**config.mk**
```make
export PLATFORM = sky130hd
export DESIGN_NAME = pend_arb_ack
export DESIGN_NICKNAME = d
export VERILOG_FILES = /design/src/rtl/pend_arb_pkg.sv /design/src/rtl/pa_qualify.sv /design/src/rtl/pa_scan.sv /design/src/rtl/pa_accept.sv /design/src/rtl/pend_arb_ack.sv
export SDC_FILE = /design/constraint.sdc
export NUM_CORES = 1
export LEC_CHECK = 0
export BUFFER_PORTS_ARGS = -buffer_cell sky130_fd_sc_hd__buf_2
export CAP_MARGIN = 10
export CELL_PAD_IN_SITES_DETAIL_PLACEMENT = 2
export CELL_PAD_IN_SITES_GLOBAL_PLACEMENT = 2
export CORE_AREA = 2 2 287 289
export CTS_CLUSTER_SIZE = 30
export DETAILED_ROUTE_END_ITERATION = 10
export DIE_AREA = 0 0 289 291
export GPL_ROUTABILITY_DRIVEN = 0
export PLACE_DENSITY_LB_ADDON = 0.1
export SLEW_MARGIN = 20
export SYNTH_ARGS = -nofsm -noshare
export SYNTH_HDL_FRONTEND = slang
export SYNTH_HIERARCHICAL = 1
export SYNTH_SLANG_ARGS = --single-unit
```
**constraint.sdc**
```tcl
create_clock -name clk -period 40.4 [get_ports clk]
set_input_delay 4.04 -clock clk [delete_from_list [all_inputs] [get_ports clk]]
set_output_delay 4.04 -clock clk [all_outputs]
set_load 0.05 [all_outputs]
```
**src/rtl/pend_arb_pkg.sv**
```systemverilog
// Shared types and constants for the pending interrupt arbiter.
// Assumes an 8-bit priority where a lower value means more urgent.
package pend_arb_pkg;

    localparam int VID_W  = 16;
    localparam int PID_W  = 10;
    localparam int PRIO_W = 8;

    localparam logic [VID_W-1:0]  SPURIOUS_ID = 16'd1023;
    localparam logic [VID_W-1:0]  MAX_SPI_ID  = 16'd1019;
    localparam logic [PRIO_W-1:0] IDLE_PRIO   = 8'hFF;

    // One list entry; the first field sits in the most significant bits.
    typedef struct packed {
        logic [VID_W-1:0]  vid;
        logic [PRIO_W-1:0] prio;
        logic              grp;
        logic              act;
        logic              pend;
        logic              hw;
        logic [PID_W-1:0]  pid;
    } lr_entry_t;

    localparam int ENTRY_W = $bits(lr_entry_t);

    // Preemption level: priority with the subpriority bits cleared.
    function automatic logic [PRIO_W-1:0] pre_level(
        input logic [PRIO_W-1:0] prio,
        input logic              grp,
        input logic [2:0]        bp0,
        input logic [2:0]        bp1
    );
        logic [3:0] shamt;
        shamt = grp ? {1'b0, bp1} : ({1'b0, bp0} + 4'd1);
        return prio & (IDLE_PRIO << shamt);
    endfunction

endpackage

```
**src/rtl/pa_qualify.sv**
```systemverilog
// Per-entry qualification: decides whether one list entry may compete.
// Assumes in_use already reflects the used-entry count.
module pa_qualify
    import pend_arb_pkg::*;
(
    input  lr_entry_t entry,
    input  logic      in_use,
    input  logic      grp0_en,
    input  logic      grp1_en,
    output logic      cand
);

    logic state_ok;
    logic grp_ok;

    // Candidate needs pending alone and an enabled group.
    always_comb begin
        state_ok = entry.pend && !entry.act;
        grp_ok   = entry.grp ? grp1_en : grp0_en;
        cand     = in_use && state_ok && grp_ok;
    end

endmodule

```
**src/rtl/pa_scan.sv**
```systemverilog
// Linear priority scan: the lowest priority value among candidates wins.
// A strict compare keeps the lower index on ties, and the idle value never wins.
module pa_scan
    import pend_arb_pkg::*;
#(
    parameter int NUM_ENTRIES = 16,
    parameter int IDX_W       = 4
) (
    input  logic [NUM_ENTRIES-1:0]        cand,
    input  logic [NUM_ENTRIES*PRIO_W-1:0] prio_flat,
    output logic                          found,
    output logic [IDX_W-1:0]              win_idx,
    output logic [PRIO_W-1:0]             win_prio
);

    // Walk the entries in index order and keep the strictly better one.
    always_comb begin
        found    = 1'b0;
        win_idx  = '0;
        win_prio = IDLE_PRIO;
        for (int i = 0; i < NUM_ENTRIES; i++) begin
            if (cand[i] && (prio_flat[i*PRIO_W +: PRIO_W] < win_prio)) begin
                found    = 1'b1;
                win_idx  = IDX_W'(i);
                win_prio = prio_flat[i*PRIO_W +: PRIO_W];
            end
        end
    end

endmodule

```
**src/rtl/pa_accept.sv**
```systemverilog
// Acknowledge gate: checks group, mask and running priority for the winner
// and forms the entry's new contents. Purely combinational.
module pa_accept
    import pend_arb_pkg::*;
(
    input  lr_entry_t         win,
    input  logic              found,
    input  logic              ack_grp,
    input  logic [PRIO_W-1:0] prio_mask,
    input  logic [PRIO_W-1:0] run_prio,
    input  logic [2:0]        bp0,
    input  logic [2:0]        bp1,
    output logic              grant,
    output lr_entry_t         new_entry
);

    logic [PRIO_W-1:0] win_pre;
    logic              grp_ok;
    logic              mask_ok;
    logic              run_ok;

    // Evaluate the three refusal conditions.
    always_comb begin
        win_pre = pre_level(win.prio, win.grp, bp0, bp1);
        grp_ok  = (win.grp == ack_grp);
        mask_ok = (prio_mask > win.prio);
        run_ok  = (run_prio > win_pre);
        grant   = found && grp_ok && mask_ok && run_ok;
    end

    // Pending is cleared; active is set only for non-message IDs.
    always_comb begin
        new_entry      = win;
        new_entry.pend = 1'b0;
        new_entry.act  = (win.vid <= MAX_SPI_ID);
    end

endmodule

```
**src/rtl/pend_arb_ack.sv**
```systemverilog
// Top of the pending interrupt arbiter and acknowledge unit.
// Scans the first used_cnt entries combinationally, shows the best pending
// entry, and registers the acknowledge response and write-back for one cycle.
// Assumes the external bank applies wr_entry on the cycle wr_en is high.
module pend_arb_ack
    import pend_arb_pkg::*;
#(
    parameter int NUM_ENTRIES = 16,
    localparam int IDX_W = (NUM_ENTRIES > 1) ? $clog2(NUM_ENTRIES) : 1,
    localparam int CNT_W = $clog2(NUM_ENTRIES + 1)
) (
    input  logic                           clk,
    input  logic                           rst_n,
    input  logic [NUM_ENTRIES*ENTRY_W-1:0] ent_bank,
    input  logic [CNT_W-1:0]               used_cnt,
    input  logic                           grp0_en,
    input  logic                           grp1_en,
    input  logic [PRIO_W-1:0]              prio_mask,
    input  logic [PRIO_W-1:0]              run_prio,
    input  logic [2:0]                     bp0,
    input  logic [2:0]                     bp1,
    input  logic                           ack_req,
    input  logic                           ack_grp,
    output logic                           hp_valid,
    output logic [IDX_W-1:0]               hp_idx,
    output logic [VID_W-1:0]               hp_vid,
    output logic [PRIO_W-1:0]              hp_prio,
    output logic                           rsp_valid,
    output logic [VID_W-1:0]               rsp_id,
    output logic                           wr_en,
    output logic [IDX_W-1:0]               wr_idx,
    output logic [ENTRY_W-1:0]             wr_entry
);

    lr_entry_t                     ent [NUM_ENTRIES];
    logic [NUM_ENTRIES-1:0]        cand;
    logic [NUM_ENTRIES*PRIO_W-1:0] prio_flat;
    logic                          found;
    logic [IDX_W-1:0]              win_idx;
    logic [PRIO_W-1:0]             win_prio;
    lr_entry_t                     win;
    logic                          grant;
    lr_entry_t                     new_entry;

    for (genvar g = 0; g < NUM_ENTRIES; g++) begin : g_ent
        logic in_use;
        assign ent[g]  = lr_entry_t'(ent_bank[g*ENTRY_W +: ENTRY_W]);
        assign in_use  = (CNT_W'(g) < used_cnt);
        assign prio_flat[g*PRIO_W +: PRIO_W] = ent[g].prio;

        pa_qualify u_qual (
            .entry   (ent[g]),
            .in_use  (in_use),
            .grp0_en (grp0_en),
            .grp1_en (grp1_en),
            .cand    (cand[g])
        );
    end

    pa_scan #(
        .NUM_ENTRIES (NUM_ENTRIES),
        .IDX_W       (IDX_W)
    ) u_scan (
        .cand      (cand),
        .prio_flat (prio_flat),
        .found     (found),
        .win_idx   (win_idx),
        .win_prio  (win_prio)
    );

    // Select the winning entry's contents.
    always_comb win = ent[win_idx];

    pa_accept u_acc (
        .win       (win),
        .found     (found),
        .ack_grp   (ack_grp),
        .prio_mask (prio_mask),
        .run_prio  (run_prio),
        .bp0       (bp0),
        .bp1       (bp1),
        .grant     (grant),
        .new_entry (new_entry)
    );

    // Present the highest pending choice, or spurious when none.
    always_comb begin
        hp_valid = found;
        hp_idx   = win_idx;
        hp_vid   = found ? win.vid : SPURIOUS_ID;
        hp_prio  = win_prio;
    end

    // Register the acknowledge response and the entry write-back.
    always_ff @(posedge clk) begin
        if (!rst_n) begin
            rsp_valid <= 1'b0;
            rsp_id    <= SPURIOUS_ID;
            wr_en     <= 1'b0;
            wr_idx    <= '0;
            wr_entry  <= '0;
        end else begin
            rsp_valid <= ack_req;
            wr_en     <= ack_req && grant;
            if (ack_req) begin
                rsp_id   <= grant ? win.vid : SPURIOUS_ID;
                wr_idx   <= win_idx;
                wr_entry <= new_entry;
            end
        end
    end

endmodule

```
==> results of run 1 <==
## cells in the final DEF (no fill, tap or decap), drive strengths merged, types with 16 or more instances in the layout
cell	count
a211oi	18
a21o	25
a21oi	93
and2	24
buf	902
dfxtp	60
ha	95
inv	116
mux2	21
mux2i	142
mux4	155
nand2	98
nand3	26
nand4	21
nor2	84
nor2b	69
nor3	29
o21ai	72
or2	16
## layer usage
metal | GRT usage, % | up-vias | wire, um | part of all wire (%)
li1 | - | 7539 | - | -
met1 | 29.7 | 8702 | 44400 | 42
met2 | 43.8 | 512 | 54000 | 51
met3 | 4.42 | 87 | 5470 | 5.2
met4 | 5.47 | 20 | 2160 | 2.0
met5 | 0 | - | 131 | 0.12
## power by group through the flow
stage	clock network (mW)	registers (mW)	logic (mW)
2_1_floorplan	0	0.138	0.562
3_3_place_gp	0	0.0874	0.965
3_5_place_dp	0	0.0879	0.975
4_1_cts	0.0842	0.0868	0.980
5_1_grt	0.0851	0.0878	1.03
6_report	0.0789	0.0863	0.978
## registers in the layout, summed over array words and instances, names as in the netlist
| name | count |
|---|---|
| wr_entry | 38 |
| rsp_id | 16 |
| wr_en | 1 |
| wr_idx | 4 |
| rsp_valid | 1 |
## path summary, 6_finish.rpt
check / startpoint / endpoint / slack [ps] / cells past startpoint
setup / recovery: used_cnt[1] / hp_vid[14] / 1990 / 153
hold / removal: rsp_id[1]$_SDFFE_PN1P_ / rsp_id[1]$_SDFFE_PN1P_ / 460 / 2
setup reg to reg: rsp_id[7]$_SDFFE_PN1P_ / rsp_id[7]$_SDFFE_PN1P_ / 39600 / 2
hold reg to reg: rsp_id[1]$_SDFFE_PN1P_ / rsp_id[1]$_SDFFE_PN1P_ / 460 / 2
## worst register-to-register path, stage by stage (launching register included)
cell	delay, ps
dfxtp_1	520
nor2_1	60
o21ai_0	140
## what timing repair did
| action | CTS | global route |
|---|---|---|
| endpoints found under the setup margin | 16 | 46 |
| gates cloned | 0 | 1 |
| gates resized for setup | 5 | 43 |
| pin swaps | 1 | 8 |
| buffers inserted | 2 | 22 |
| hold buffers | 0 | 0 |
## metrics by stage
stage	hold slack [ps]	worst slack (ps)	setup TNS, ps
floorplan	663	2640	0
global placement	441	388	0
detailed placement	450	-581	-8900
CTS	460	21.2	0
global route	488	-18.1	-18.1
finish	460	1990	0
## area by class of cell
type / count / area (um^2)
fill: 9441 / 60900
multi-input combinational: 1241 / 11900
timing repair buffer: 903 / 5120
tap: 1070 / 1340
sequential: 60 / 1200
inverter: 115 / 432
clock buffer: 10 / 239
clock inverter: 6 / 38.8
antenna: 15 / 37.5
==> impl_metrics.py, run 1 <==
metrics = {
    "finish": {
        "final_nets": 3066,
        "utilization_pct": 25.0,
        "drive_gt1_share_pct": 50.2,
        "area_growth_pct": 44.0,
        "fin_area_mm2": 0.0203,
        "layoutNonFillerInstCount": 3420,
    },
    "critical_path": {
        "crit_slowest_cell": "nor2_1",
        "crit_fanout": 17,
        "path_delay_family": "compound AO/OA/AOI/OAI gates",
        "crit_arrival_ps": 34370,
        "max_stage_delay_ps": 530,
        "start_kind": "primary input",
        "cp-end-kind": "output port",
        "required_ps": 36360,
        "cp_num_buf_inv": 24,
        "crit_path_frequent_cell": "ha_1",
        "critPathKind": "in -> out",
    },
    "grt": {
        "grt_overflow": 0,
        "track_usage_pct": 24.3,
        "grt_pass1_wl_um": 144000,
        "grt_max_degree": 54,
        "grt_pass1_vias": 18309,
        "antenna_found_initial": 30,
    },
    "floorplan": {
        "die_h_um": 291,
        "pin_count": 730,
        "die-area_mm2": 0.0841,
        "row_count": 105,
        "start_util_pct": 17.4,
        "core_mm2": 0.0812,
        "die-width_um": 289,
    },
    "clock_network": {
        "ctsHtreeMaxLevel": 3,
        "ctsRootBufferMaster": "clkbuf_16",
        "numCtsBuffers": 9,
        "clk_pin_slew_ps": 60,
        "cts_tree": "done",
        "worstSkewPairLatency_ps": 360,
        "cts.path.max_buffers": 2,
        "clock_sinks": 60,
    },
    "power_and_ir_drop": {
        "ir_worst_vdd_mv": 0.0250,
        "p_int_mw": 0.511,
        "power.density_mw_per_mm2": 56.2,
        "p_total_mw": 1.14,
        "power_leakage_nw": 9.76,
        "p_comb_share_pct": 85.5,
        "swShare_pct": 55.3,
        "power_frac_seq_pct": 7.6,
        "p_clk_share_pct": 6.9,
        "switchingPower_mw": 0.632,
    },
    "placement": {
        "place_inst": 3364,
        "dp_hpwl_um": 94600,
        "dpl-instance-area_mm2": 0.0196,
        "port_buffers": 729,
    },
    "route": {
        "drtPass1Iterations": 5,
        "drc": 0,
        "avgViaCountPerCell": 4.93,
        "avgRoutedWirePerCell_um": 31.0,
        "num_vias": 16860,
        "antenna_left": 0,
        "routed_wl_um": 106000,
        "drt_iter0_drc": 882,
    },
    "min_path": {
        "hold_path.class": "reg -> reg",
    },
    "synthesis": {
        "synthesis.area_mm2": 0.0141,
        "syn_nets": 2278,
        "syn_area_per_cell_um2": 9.15,
        "syn_inst": 1542,
        "yosys_warnings": 6,
    },
    "run": {
        "drv_cap": 0,
    },
    "sta": {
        "period_minus_slack_ps": 38410,
        "setup_viol": 0,
        "clock_skew_ps": 0,
        "maxSlewViolCount": 0,
        "finalHoldViolations": 0,
        "finalCritPeriodShare_pct": 95.1,
        "slew_headroom_pct": 47.3,
        "fmax_mhz": 26.0,
        "max_slew.worst_pin.slew_ps": 788,
    },
    "outcome": {
        "outcome": "finished, final reports clean",
    },
}
No activity file was read; power rests on OpenSTA's default activity.
==> inputs of run 2 (changes only) <==
--- a/config.mk
+++ b/config.mk
@@ -9,14 +9,13 @@
 export CAP_MARGIN = 10
 export CELL_PAD_IN_SITES_DETAIL_PLACEMENT = 2
 export CELL_PAD_IN_SITES_GLOBAL_PLACEMENT = 2
-export CORE_AREA = 2 2 287 289
+export CORE_AREA = 2 2 281 283
 export CTS_CLUSTER_SIZE = 30
 export DETAILED_ROUTE_END_ITERATION = 10
-export DIE_AREA = 0 0 289 291
+export DIE_AREA = 0 0 283 285
 export GPL_ROUTABILITY_DRIVEN = 0
 export PLACE_DENSITY_LB_ADDON = 0.1
 export SLEW_MARGIN = 20
 export SYNTH_ARGS = -nofsm -noshare
 export SYNTH_HDL_FRONTEND = slang
-export SYNTH_HIERARCHICAL = 1
 export SYNTH_SLANG_ARGS = --single-unit
==> run 2 against run 1 <==
  * Total power rose by 31%
  * Non-clock buffer count rose by 108
  * Fmax rose by 0.23%
  * Clock-buffer cell count rose by 1
  * Combinational power rose by 35%
  * Setup slack improved by 89 ps
  * Clock power rose by 22%
  * Register-to-register slack improved by 70 ps
  * Largest cell class unchanged
  * Global-route usage rose by 3.3 points
==> impl_metrics.py, run 2 <==
metrics = {
    "outcome": {
        "outcome": "finished, final reports clean",
    },
    "floorplan": {
        "pin_count": 730,
        "die-area_mm2": 0.0807,
        "core_mm2": 0.0780,
        "die_h_um": 285,
        "die-width_um": 283,
        "start_util_pct": 18.7,
        "row_count": 103,
    },
    "power_and_ir_drop": {
        "ir_worst_vdd_mv": 0.0305,
        "power_leakage_nw": 10.7,
        "power.density_mw_per_mm2": 67.8,
        "p_total_mw": 1.50,
    },
    "finish": {
        "largest_register_ffs": 37,
        "final_nets": 3765,
        "top_register": "wr_entry",
        "layoutNonFillerInstCount": 4100,
        "multiInputGateArea_mm2": 0.0127,
        "fillers": 9362,
        "layout_common_cells": "buf_2, nand2_1, buf_4",
        "regArea_mm2": 0.00118,
        "final_common_cell": "buf_2",
        "reg_top3": "wr_entry (37), rsp_id (16), wr_idx (4)",
        "area_growth_pct": 51.6,
        "drive_gt1_share_pct": 39.0,
    },
    "synthesis": {
        "yosys-top-cells-count": "nand2_1, a211oi_1, a21oi_1, nor2_1, o21ai_0",
        "synth_cell_types": 115,
        "synth-xor-area-share_pct": 0.841,
        "synth_top_area_share_pct": 8.77,
        "synth-edff-count": 0,
        "synth_top_area_cell": "nand2_1",
        "synth_mux_area_share_pct": 9.43,
        "yosys.area_share.simple_pct": 27.8,
        "synth-compound-area-share_pct": 36.8,
        "ys_async_sr_fraction_pct": 0,
        "synthesis.area_mm2": 0.0146,
        "syn_inst": 2178,
        "syn_nets": 2915,
        "synth_most_common_cell": "nand2_1",
        "yosys-top-cells-area": "nand2_1, ha_1, dfxtp_1",
        "synth_top_family_by_area": "compound AO/OA/AOI/OAI gates",
        "synth_fa_ha_area_share_pct": 9.20,
        "yosysSeqAreaShare_pct": 8.10,
        "ys_ff_latch": 59,
        "synth-main-ff-cell": "dfxtp_1",
        "syn_area_per_cell_um2": 6.70,
        "yosys_warnings": 0,
    },
    "critical_path": {
        "crit_start": "used_cnt[4]",
        "max_stage_delay_ps": 630,
        "start_kind": "primary input",
        "timing.rr.start": "wr_entry[31]$_SDFFE_PN0P_",
        "cp-end-kind": "output port",
        "crit_arrival_ps": 34280,
        "required_ps": 36360,
        "crit_slowest_cell": "or4b_2",
        "crit_fanout": 11,
        "critPathKind": "in -> out",
    },
    "route": {
        "routed_wl_um": 117000,
        "num_vias": 21392,
        "avgViaCountPerCell": 5.22,
        "drc": 0,
        "antenna_left": 0,
        "avgRoutedWirePerCell_um": 28.6,
        "drtPass1Iterations": 5,
        "drt_iter0_drc": 1083,
    },
    "grt": {
        "track_usage_pct": 27.6,
        "use_met2_pct": 47.5,
        "grt_most_used_layer": "met2",
        "grt_pass1_wl_um": 165000,
        "grt_pass1_vias": 22820,
        "antenna_found_initial": 35,
        "grt_overflow": 0,
        "grt_max_degree": 62,
        "grtUsageMet1_pct": 33.8,
        "grt_use_met3_pct": 6.11,
    },
    "clock_network": {
        "holdBufCountCts": 0,
        "ctsRootBufferMaster": "clkbuf_16",
        "ctsHtreeMaxLevel": 3,
        "clock_sinks": 59,
        "cts_tree": "done",
        "clk_pin_slew_ps": 50,
        "worstSkewPairLatency_ps": 340,
        "numCtsBuffers": 9,
        "cts.path.max_buffers": 2,
    },
    "sta": {
        "setup_viol": 0,
        "finalHoldViolations": 0,
        "finalCritPeriodShare_pct": 94.9,
        "slew_headroom_pct": 37.3,
        "max_slew.worst_pin.slew_ps": 939,
        "period_minus_slack_ps": 38320,
        "maxSlewViolCount": 0,
        "clock_skew_ps": 0,
        "fmax_mhz": 26.1,
    },
    "placement": {
        "place_inst": 4040,
        "port_buffers": 728,
        "dp_hpwl_um": 101000,
    },
    "min_path": {
        "hold_path.class": "reg -> reg",
        "hold_start": "rsp_id[8]$_SDFFE_PN1P_",
    },
    "run": {
        "drv_cap": 0,
    },
}
[run 2: routing by layer]
| layer | up-vias | share of wire [%] |
|---|---|---|
| met5 | - | 0.15 |
| met4 | 28 | 3.9 |
| met3 | 174 | 5.9 |
| met2 | 720 | 48 |
| met1 | 10548 | 42 |
| li1 | 9922 | - |
[run 2: layout make-up]
type | instances | share of cell area (%)
Tap cell | 1050 | 5.94
Inverter | 110 | 1.94
Clock buffer | 11 | 1.05
Clock inverter | 5 | 0.566
Timing Repair inverter | 1 | 0.0396
Timing Repair Buffer | 1011 | 27.7
Antenna cell | 17 | 0.192
Multi-Input combinational cell | 1836 | 57.2
Sequential cell | 59 | 5.34
[run 2: power breakdown]
part,internal [mW],switching (mW),total [mW]
sequential,0.0754,0.00835,0.0838
clock,0.0665,0.0296,0.0961
combinational,0.497,0.822,1.32
total,0.639,0.860,1.50
[run 2: stage by stage]
stage	util, %	setup WS [ps]	setup TNS, ps	instance area [um^2]	hold slack (ps)
floorplan	-	462	0	14600	676
global placement	27.1	531	0	21100	447
detailed placement	27.1	-693	-4860	21100	452
CTS	27.6	78.4	0	21500	464
global route	28.3	-103	-730	22100	481
finish	28.4	2080	0	22100	458
[run 2: kinds of logic (layout without fill, tap and decap cells)]
| family | after synthesis | count (layout) |
|---|---|---|
| other | 1 | 18 |
| xor gates and xnor gates | 14 | 14 |
| AOI/OAI and AO/OA | 744 | 744 |
| and+or+nand+nor | 835 | 837 |
| buffers and inverters | 285 | 1138 |
| adders and majority gates | 110 | 110 |
| DFF | 59 | 59 |
| muxes | 130 | 130 |
[run 2: worst paths after layout]
kind	cells past startpoint	slack, ps	end
setup / recovery	160	2080	hp_vid[2]
hold / removal	1	460	rsp_id[8]$_SDFFE_PN1P_
setup reg to reg	2	39670	wr_entry[31]$_SDFFE_PN0P_
hold reg to reg	1	460	rsp_id[8]$_SDFFE_PN1P_
[run 2: worst max-delay path: cells and delay by family]
family	cells	cell delay, ps
compound gates	60	11000
simple gates	47	9490
fa+ha+maj	15	4170
mux	8	1790
buf+inv	30	3660
[run 2: repair_timing]
action,CTS,global route
setup endpoints to repair,16,46
pin swaps,0,14
buffers inserted,0,24
cloned,0,3
gates resized for setup,6,67
